## src/rtl/gpio_irq_pkg.sv

```systemverilog
package gpio_irq_pkg;

  typedef enum logic [2:0] {
    SEL_ENABLE = 3'd0,
    SEL_MASK   = 3'd1,
    SEL_TYPE   = 3'd2,
    SEL_POL    = 3'd3,
    SEL_FILT   = 3'd4,
    SEL_EOI    = 3'd5
  } reg_sel_e;

  localparam int SEL_W = $bits(reg_sel_e);

  // Selected transition between previous and current sample.
  function automatic logic edge_seen(input logic pol, input logic cur, input logic prev);
    return pol ? (cur & ~prev) : (~cur & prev);
  endfunction

  // Level match: active-high when pol is 1, active-low otherwise.
  function automatic logic level_seen(input logic pol, input logic cur);
    return pol ? cur : ~cur;
  endfunction

endpackage

```

## src/rtl/gpio_irq_cfg.sv

```systemverilog
module gpio_irq_cfg
  import gpio_irq_pkg::*;
#(
  parameter int N_LINES = 8
) (
  input  logic               clk,
  input  logic               rst_n,
  input  logic               wr_stb,
  input  logic [SEL_W-1:0]   wr_sel,
  input  logic [N_LINES-1:0] wr_data,
  output logic [N_LINES-1:0] en_q,
  output logic [N_LINES-1:0] mask_q,
  output logic [N_LINES-1:0] type_q,
  output logic [N_LINES-1:0] pol_q,
  output logic [N_LINES-1:0] filt_q,
  output logic [N_LINES-1:0] eoi_clr
);

  reg_sel_e sel;
  assign sel = reg_sel_e'(wr_sel);

  always_ff @(posedge clk or negedge rst_n) begin
    if (!rst_n) begin
      en_q   <= '0;
      mask_q <= '0;
      type_q <= '0;
      pol_q  <= '0;
      filt_q <= '0;
    end else if (wr_stb) begin
      case (sel)
        SEL_ENABLE: en_q   <= wr_data;
        SEL_MASK:   mask_q <= wr_data;
        SEL_TYPE:   type_q <= wr_data;
        SEL_POL:    pol_q  <= wr_data;
        SEL_FILT:   filt_q <= wr_data;
        default: ;
      endcase
    end
  end

  // End-of-interrupt is a pulse, not a stored register.
  assign eoi_clr = (wr_stb && sel == SEL_EOI) ? wr_data : '0;

endmodule

```

## src/rtl/gpio_irq_filter.sv

```systemverilog
module gpio_irq_filter #(
  parameter int N_LINES = 8
) (
  input  logic               clk,
  input  logic               rst_n,
  input  logic               tick,
  input  logic [N_LINES-1:0] pin,
  output logic [N_LINES-1:0] clean
);

  for (genvar i = 0; i < N_LINES; i++) begin : g_line
    logic last_smp;
    logic held;

    always_ff @(posedge clk or negedge rst_n) begin
      if (!rst_n) begin
        last_smp <= 1'b0;
        held     <= 1'b0;
      end else if (tick) begin
        last_smp <= pin[i];
        if (pin[i] == last_smp) held <= pin[i];
      end
    end

    assign clean[i] = held;
  end

endmodule

```

## src/rtl/gpio_irq_sense.sv

```systemverilog
module gpio_irq_sense
  import gpio_irq_pkg::*;
#(
  parameter int N_LINES = 8
) (
  input  logic               clk,
  input  logic               rst_n,
  input  logic [N_LINES-1:0] qual,
  input  logic [N_LINES-1:0] type_q,
  input  logic [N_LINES-1:0] pol_q,
  input  logic [N_LINES-1:0] eoi_clr,
  output logic [N_LINES-1:0] latch_q,
  output logic [N_LINES-1:0] raw
);

  for (genvar i = 0; i < N_LINES; i++) begin : g_line
    logic prev_q;
    logic hit;

    assign hit = type_q[i] & edge_seen(pol_q[i], qual[i], prev_q);

    always_ff @(posedge clk or negedge rst_n) begin
      if (!rst_n) begin
        prev_q     <= 1'b0;
        latch_q[i] <= 1'b0;
      end else begin
        prev_q     <= qual[i];
        // set has priority over clear; latch dropped in level mode
        latch_q[i] <= ((latch_q[i] & ~eoi_clr[i]) | hit) & type_q[i];
      end
    end

    assign raw[i] = type_q[i] ? latch_q[i] : level_seen(pol_q[i], qual[i]);
  end

endmodule

```

## src/rtl/gpio_irq_detect.sv

```systemverilog
module gpio_irq_detect
  import gpio_irq_pkg::*;
#(
  parameter int N_LINES = 8
) (
  input  logic               clk,
  input  logic               rst_n,
  input  logic               db_tick,
  input  logic [N_LINES-1:0] line_in,
  input  logic               wr_stb,
  input  logic [2:0]         wr_sel,
  input  logic [N_LINES-1:0] wr_data,
  output logic [N_LINES-1:0] raw_o,
  output logic [N_LINES-1:0] status_o,
  output logic               irq_o
);

  logic [N_LINES-1:0] cfg_en, cfg_mask, cfg_type, cfg_pol, cfg_filt, eoi_clr;
  logic [N_LINES-1:0] filt_out, qual, edge_latch;

  gpio_irq_cfg #(.N_LINES(N_LINES)) u_cfg (
    .clk(clk), .rst_n(rst_n), .wr_stb(wr_stb), .wr_sel(wr_sel), .wr_data(wr_data),
    .en_q(cfg_en), .mask_q(cfg_mask), .type_q(cfg_type), .pol_q(cfg_pol),
    .filt_q(cfg_filt), .eoi_clr(eoi_clr)
  );

  gpio_irq_filter #(.N_LINES(N_LINES)) u_filt (
    .clk(clk), .rst_n(rst_n), .tick(db_tick), .pin(line_in), .clean(filt_out)
  );

  assign qual = (cfg_filt & filt_out) | (~cfg_filt & line_in);

  gpio_irq_sense #(.N_LINES(N_LINES)) u_sense (
    .clk(clk), .rst_n(rst_n), .qual(qual), .type_q(cfg_type), .pol_q(cfg_pol),
    .eoi_clr(eoi_clr), .latch_q(edge_latch), .raw(raw_o)
  );

  assign status_o = raw_o & cfg_en & ~cfg_mask;

  always_ff @(posedge clk or negedge rst_n) begin
    if (!rst_n) irq_o <= 1'b0;
    else        irq_o <= |status_o;
  end

endmodule

```

## config.mk

```make
export PLATFORM = sky130hd
export DESIGN_NAME = gpio_irq_detect
export DESIGN_NICKNAME = d
export VERILOG_FILES = /design/src/rtl/gpio_irq_pkg.sv /design/src/rtl/gpio_irq_cfg.sv /design/src/rtl/gpio_irq_filter.sv /design/src/rtl/gpio_irq_sense.sv /design/src/rtl/gpio_irq_detect.sv
export SDC_FILE = /design/constraint.sdc
export NUM_CORES = 1
export LEC_CHECK = 0
export CORE_UTILIZATION = 55
export CTS_CLUSTER_SIZE = 24
export DETAILED_ROUTE_END_ITERATION = 8
export PLACE_DENSITY = 0.9
export SYNTH_ARGS = -nofsm -noshare
export SYNTH_HDL_FRONTEND = slang
export SYNTH_SLANG_ARGS = --single-unit
```

## constraint.sdc

```tcl
create_clock -name clk -period 2.5 [get_ports clk]
set_clock_uncertainty 0.1 [all_clocks]
set_input_delay 0.5 -clock clk [delete_from_list [all_inputs] [get_ports clk]]
set_output_delay 0.5 -clock clk [all_outputs]
set_load 0.02 [all_outputs]
```

==> summary.md, run 1 <==
| Metric | Value |
|---|---|
| Outcome | `finished clean` |
| Die span in y | `79.2 um` |
| Routability cong. | `0.773` |
| Synth area leaders | `dfrtp_1 (56%), mux2_2 (11%), mux2_1 (6.5%), nor2_1 (3.6%), mux2i_1 (3.1%)` |
| Initial Util | `58.4%` |
| Count of cell types in the netlist | `27` |
| Drt wl/cell | `16.7 um` |
| Final wirelength | `7.13 mm` |
| Total power | `3610 uW` |
| Worst-margin pin slew | `0.534 ns` |
| Vias in the first global route | `2458` |
| DR iter-0 viols | `165` |
| Area growth, synth to finish | `28.5%` |
| Final Cell Area | `4210 um2` |
| Remaining Overflow, GRT | `0` |
| Post-Syn Nets | `295` |
| Hold Crit Class | `in2async` |
| F_max | `0.408 GHz` |
| WP data required | `1.90 ns` |
| WP data arrival | `1.85 ns` |
| CP endpoint kind | `output pin` |
| Post-synth EDFFs | `0` |
| CP Launch Point | `line_in[1]` |
| Detailed placement HPWL | `4.84 mm` |
| Initial antenna violation count | `0` |
| DR vias | `2360` |
| Synth Flop Type | `dfrtp_1` |
| Clock period minus worst slack | `2.45 ns` |
| Yosys Warn Count | `0` |
| Pin count of the biggest net entering global routing | `27` |
| Final Non-Filler Cells | `426` |
| Setup-failing EPs final | `0` |
| CTS root buffer | `clkbuf_8` |
| CTS max path bufs | `2` |
| Port buffer count | `39` |
| FF+latch count, synth | `73` |
| Cell taking the most area after synthesis | `dfrtp_1` |
| Ys async rst share | `100%` |
| Share of the synthesized area in the top cell type | `55.8%` |
| H-tree depth | `3` |
| VDD IR max | `0.429 mV` |
| Kind of critical path | `in2out` |
| Nets | `372` |
| Reg-to-Reg Start | `u_cfg.filt_q[0]` |
| GRT Util Overall | `24.7%` |
| Avg Inst Size Synth | `12.0 um2` |
| Post-DRT Antenna Nets | `0` |
| MaxCap Viol Count | `0` |
| CTS Buf Count | `9` |
| Slew Limit Fails | `0` |
| Die area | `6270 um2` |
| Leading cell type in the layout, fill and taps excluded | `dfrtp_1` |
| # rows | `27` |
| # IOs | `40` |
| Core area | `5610 um2` |
| Share of post-route cells with drive strength above 1 | `29.9%` |
| Worst-path clk slew | `0.08 ns` |
| Drt drc | `0` |
| Final hold viol count | `0` |
| Hold Buf Count CTS | `0` |
| Most frequent cells in the layout | `dfrtp_1 (73), nor2_1 (31), buf_4 (31)` |
| Cell Pwr Density | `858 nW/um2` |
| Die width | `79.2 um` |
| Antenna diode count | `0` |
| Crit Path Max Fanout | `3` |
| Relative slew slack | `64.4%` |
| Critical path launch point type | `input port` |
| Worst-Skew Late Latency | `0.35 ns` |
| Via-per-instance ratio | `5.54` |
| Seq/Total Area, Yosys | `55.8%` |
| Dpl cell area | `3920 um2` |
| Post-Synthesis Cells | `272` |
| Number of detailed-route iterations in the first pass | `4` |
| CTS tree | `done` |
| LEAKAGE | `0.00195 uW` |
| Period utilization | `98.0%` |
| Inst Count DP | `402` |
| CTS Sinks | `73` |
| Synthesized area | `3270 um2` |
| Global-route wire length before repair | `11.4 mm` |
| Final Core Density | `75.0%` |
worst max-delay path: stages:
cell	delay [ns]
clkdlybuf4s50_1	0.46
mux2i_2	0.23
mux2i_1	0.26
and4b_1	0.23
buf_2	0.17
per-layer routing:
layer / vias up / GRT usage, % / part of all wire [%]
li1: 1103 / - / -
met1: 1199 / 29.8 / 43
met2: 46 / 43.2 / 53
met3: 12 / 3.91 / 3.3
met4: 0 / 11.5 / 1.6
met5: - / 0 / 0
report_power, final:
| group | internal (uW) | switching [uW] |
|---|---|---|
| combinational | 560 | 466 |
| clock | 541 | 436 |
| sequential | 1420 | 186 |
registers in the layout (all words and copies together) (netlist names):
signal / count
irq_o: 1
u_cfg.en_q: 8
u_cfg.filt_q: 8
u_cfg.mask_q: 8
u_cfg.pol_q: 8
u_cfg.type_q: 8
u_filt.g_line.held: 8
u_filt.g_line.last_smp: 8
u_sense.g_line.prev_q: 8
u_sense.latch_q: 8
cell type report:
type	instances	area [um2]
inverter	10	37.5
timing repair buffer	69	588
sequential	73	1830
multi-input combinational	186	1450
fill	389	1400
clock inverter	4	50.0
tap	72	90.1
clock buffer	12	165
repair_timing:
| item | CTS | global route |
|---|---|---|
| pin swaps | 2 | 2 |
| resized for setup | 65 | 11 |
| gates cloned | 0 | 0 |
| setup buffers | 3 | 5 |
| endpoints found under the setup margin | 17 | 14 |
| hold endpoints to repair | 0 | 0 |
kinds of logic after synthesis:
family / after synthesis / synth area share, %
AND/OR/NAND/NOR: 93 / 15.1
flip-flops: 73 / 55.8
multiplexers: 63 / 21.5
AO/OA/AOI/OAI: 26 / 5.01
buffers and inverters: 13 / 1.49
XOR/XNOR: 4 / 1.07
cells in the mapped netlist (all sizes together) (2+ instances only):
master and number:
dfrtp 73, mux2 50, nor2 31, nand2 18, a21oi 16, nand2b 14, mux2i 13, nor2b 11
inv 10, a221oi 8, and2 4, and4b 4, clkbuf 3, nor3 3, xor2 3, and3b 2
or4 2
path summary, 6_finish.rpt:
kind | end | depth (start not counted) | slack [ns]
max in group asynchronous | u_cfg.mask_q[6] | 2 | 1.54
min in group clk | u_filt.g_line[4].held | 3 | 0.37
min reg2reg | u_cfg.mask_q[0] | 1 | 0.38
max | status_o[1] | 5 | 0.05
max reg2reg | irq_o | 5 | 0.22
min | u_filt.g_line[1].last_smp | 1 | 0.02
per-stage QoR:
stage	setup TNS [ns]	hold slack [ns]	setup slack [ns]
after CTS	0	0.0319	0.000272
after floorplan	0	0.104	0.230
after detailed placement	-6.56	0.371	-0.474
after global placement	-5.78	0.359	-0.440
after global routing	-0.0495	0.0619	-0.0460
final	0	0.0206	0.0510
Note: power is estimated with default switching activity, not from simulation.
==> inputs of run 2 (changes only) <==
--- a/config.mk
+++ b/config.mk
@@ -6,9 +6,10 @@
 export NUM_CORES = 1
 export LEC_CHECK = 0
 export CORE_UTILIZATION = 55
-export CTS_CLUSTER_SIZE = 24
+export CTS_CLUSTER_SIZE = 20
 export DETAILED_ROUTE_END_ITERATION = 8
 export PLACE_DENSITY = 0.9
+export SKIP_CTS_REPAIR_TIMING = 1
 export SYNTH_ARGS = -nofsm -noshare
 export SYNTH_HDL_FRONTEND = slang
 export SYNTH_SLANG_ARGS = --single-unit
==> run 2 against run 1 <==
Count of clock-buffer cells in the layout unchanged. Register-to-register slack lost 0.06 ns. Core utilization did not move. Via count is 0.55% lower. Setup slack got worse by 0.023 ns. First-iteration DRC count up 3.6%. Largest cell class unchanged. Worst hold slack lost 0.0040 ns.
==> summary.md, run 2 (synthesized netlist as in run 1, its figures left out) <==
| Metric | Value |
|---|---|
| Outcome | `finished clean` |
| Post-DRT Antenna Nets | `0 (unchanged)` |
| M2 GR Usage | `41.4% (-1.8 points)` |
| Routability cong. | `0.773 (unchanged)` |
| Global-route wire length before repair | `11.1 mm (-2.4%)` |
| Clock period minus worst slack | `2.47 ns (+0.0226 ns)` |
| Remaining Overflow, GRT | `0 (unchanged)` |
| WP data arrival | `1.87 ns (+0.02 ns)` |
| Pin count of the biggest net entering global routing | `27 (unchanged)` |
| CP peak stage delay | `0.47 ns (about the same)` |
| Setup-failing EPs final | `0 (unchanged)` |
| Worst setup margin | `0.0284 ns (-0.0226 ns)` |
| Die span in y | `79.2 um (unchanged)` |
| MaxCap Viol Count | `0 (unchanged)` |
| Initial Util | `58.4% (unchanged)` |
| CP endpoint | `status_o[0]` |
| CTS max path bufs | `2 (unchanged)` |
| Drt wl/cell | `16.6 um (-0.75%)` |
| CP Launch Point | `line_in[0]` |
| Critical R2R Capture | `irq_o` |
| CTS Buf Count | `9 (unchanged)` |
| Cell Pwr Density | `855 nW/um2 (-0.32%)` |
| Worst reg-to-reg path cell count | `5 (unchanged)` |
| Period utilization | `98.9% (+0.91 points)` |
| Final hold viol count | `0 (unchanged)` |
| Initial antenna violation count | `0 (unchanged)` |
| Final Core Density | `75.0% (unchanged)` |
| GRT Util Overall | `24.0% (-0.67 points)` |
| CP endpoint kind | `output pin` |
| GR peak layer | `met2` |
| F_max | `0.405 GHz (-0.92%)` |
| Antenna diode count | `0 (unchanged)` |
| DR vias | `2347 (-0.55%)` |
| Worst-path clk slew | `0.07 ns (about the same)` |
| Area growth, synth to finish | `28.5% (unchanged)` |
| Leading cell type in the layout, fill and taps excluded | `dfrtp_1` |
| VDD IR max | `0.422 mV (-1.6%)` |
| Slowest cell on crit path | `clkdlybuf4s50_1` |
| Nets | `366 (-1.6%)` |
| Port buffer count | `39 (unchanged)` |
| Via-per-instance ratio | `5.59 (+0.87%)` |
| # rows | `27 (unchanged)` |
| CTS Sinks | `73 (unchanged)` |
| Drt drc | `0 (unchanged)` |
| Number of detailed-route iterations in the first pass | `4 (unchanged)` |
| Kind of critical path | `in2out` |
| Die width | `79.2 um (unchanged)` |
| Met3 Use GR | `3.91% (unchanged)` |
| Core area | `5610 um2 (unchanged)` |
| Slew Limit Fails | `0 (unchanged)` |
| WP data required | `1.90 ns (about the same)` |
| R2R Setup Slk | `0.16 ns (-0.06 ns)` |
| CP Cell Sequence | `clkdlybuf4s50_1 -> mux2i_4 -> mux2i_1 -> and4b_1 -> clkbuf_2` |
| Detailed placement HPWL | `4.84 mm (unchanged)` |
| Worst-margin pin slew | `0.529 ns (-0.00508 ns)` |
| Share of post-route cells with drive strength above 1 | `25.9% (-4.1 points)` |
| LEAKAGE | `0.00204 uW (+4.5%)` |
| Crit Path Max Fanout | `3 (unchanged)` |
| Pre-CTS WS | `-0.474 ns (unchanged)` |
| H-tree depth | `3 (unchanged)` |
| CTS root buffer | `clkbuf_8` |
| # IOs | `40 (unchanged)` |
| Min Hold Slack | `0.0167 ns (-0.00395 ns)` |
| Vias in the first global route | `2422 (-1.5%)` |
| Worst-Skew Late Latency | `0.35 ns (about the same)` |
| Most frequent cells in the layout | `dfrtp_1 (73), nor2_1 (31), mux2_2 (29)` |
| DR iter-0 viols | `171 (+3.6%)` |
| Critical path launch point type | `input port` |
| Met1 Usage GRT | `29.2% (-0.53 points)` |
| CTS tree | `done` |
| Reg-to-Reg Start | `u_cfg.filt_q[3]` |
| Relative slew slack | `64.7% (+0.34 points)` |
| Final wirelength | `6.98 mm (-2.1%)` |
| Hold Crit Class | `in2async` |
| Die area | `6270 um2 (unchanged)` |
==> run 2: changes by cell type in the layout (fill, tap and decap cells not counted), sizes merged <==
| cell | change |
|---|---|
| clkdlybuf4s15 | -4 |
| clkbuf | +1 |
| dlymetal6s2s | +11 |
| dlygate4sd2 | -3 |
| buf | -11 |
==> run 2: area by class of cell <==
| class | instances | area, um2 |
|---|---|---|
| Tap cell | 72 | 90.1 |
| Clock buffer | 12 | 165 |
| Clock inverter | 4 | 50.0 |
| Multi-Input combinational cell | 186 | 1450 |
| Inverter | 10 | 37.5 |
| Sequential cell | 73 | 1830 |
| Fill cell | 391 | 1400 |
| Timing Repair Buffer | 63 | 586 |
==> run 2: layer usage <==
metal	wire length [um]	part of all wire, %
met1	2870	41
met5	0	0
met4	200	2.9
met2	3680	53
met3	231	3.3
==> run 2: worst max-delay path: cells and delay by family <==
family	cells	cell delay, ns
buf+inv	2	0.66
mux	2	0.44
simple gates	1	0.27
==> run 2: worst min path at each step <==
| stage | end | slack (ns) | cells past startpoint |
|---|---|---|---|
| after floorplan | irq_o | 0.10 | 0 |
| after global placement | u_cfg.mask_q[5] | 0.36 | 1 |
| after detailed placement | u_cfg.mask_q[0] | 0.37 | 1 |
| after CTS | u_cfg.mask_q[0] | 0.03 | 1 |
| after global routing | u_cfg.filt_q[0] | 0.06 | 1 |
| final | u_cfg.en_q[0] | 0.02 | 1 |
==> run 2: power breakdown <==
| part | switching, uW | internal [uW] | leakage [uW] |
|---|---|---|---|
| Sequential | 187 | 1420 | 0.000892 |
| Clock | 431 | 541 | 0.000105 |
| Combinational | 459 | 559 | 0.00104 |
| Total | 1080 | 2520 | 0.00204 |
==> run 2: per-stage QoR <==
stage	instances	TNS, ns	power [uW]	cell area (um2)
finish	420	0	3600	4210
CTS	418	-6.21	3590	4130
global placement	402	-5.78	2560	3920
floorplan	272	0	2170	3270
detailed placement	402	-6.56	2620	3920
global route	420	-0.0914	3770	4210
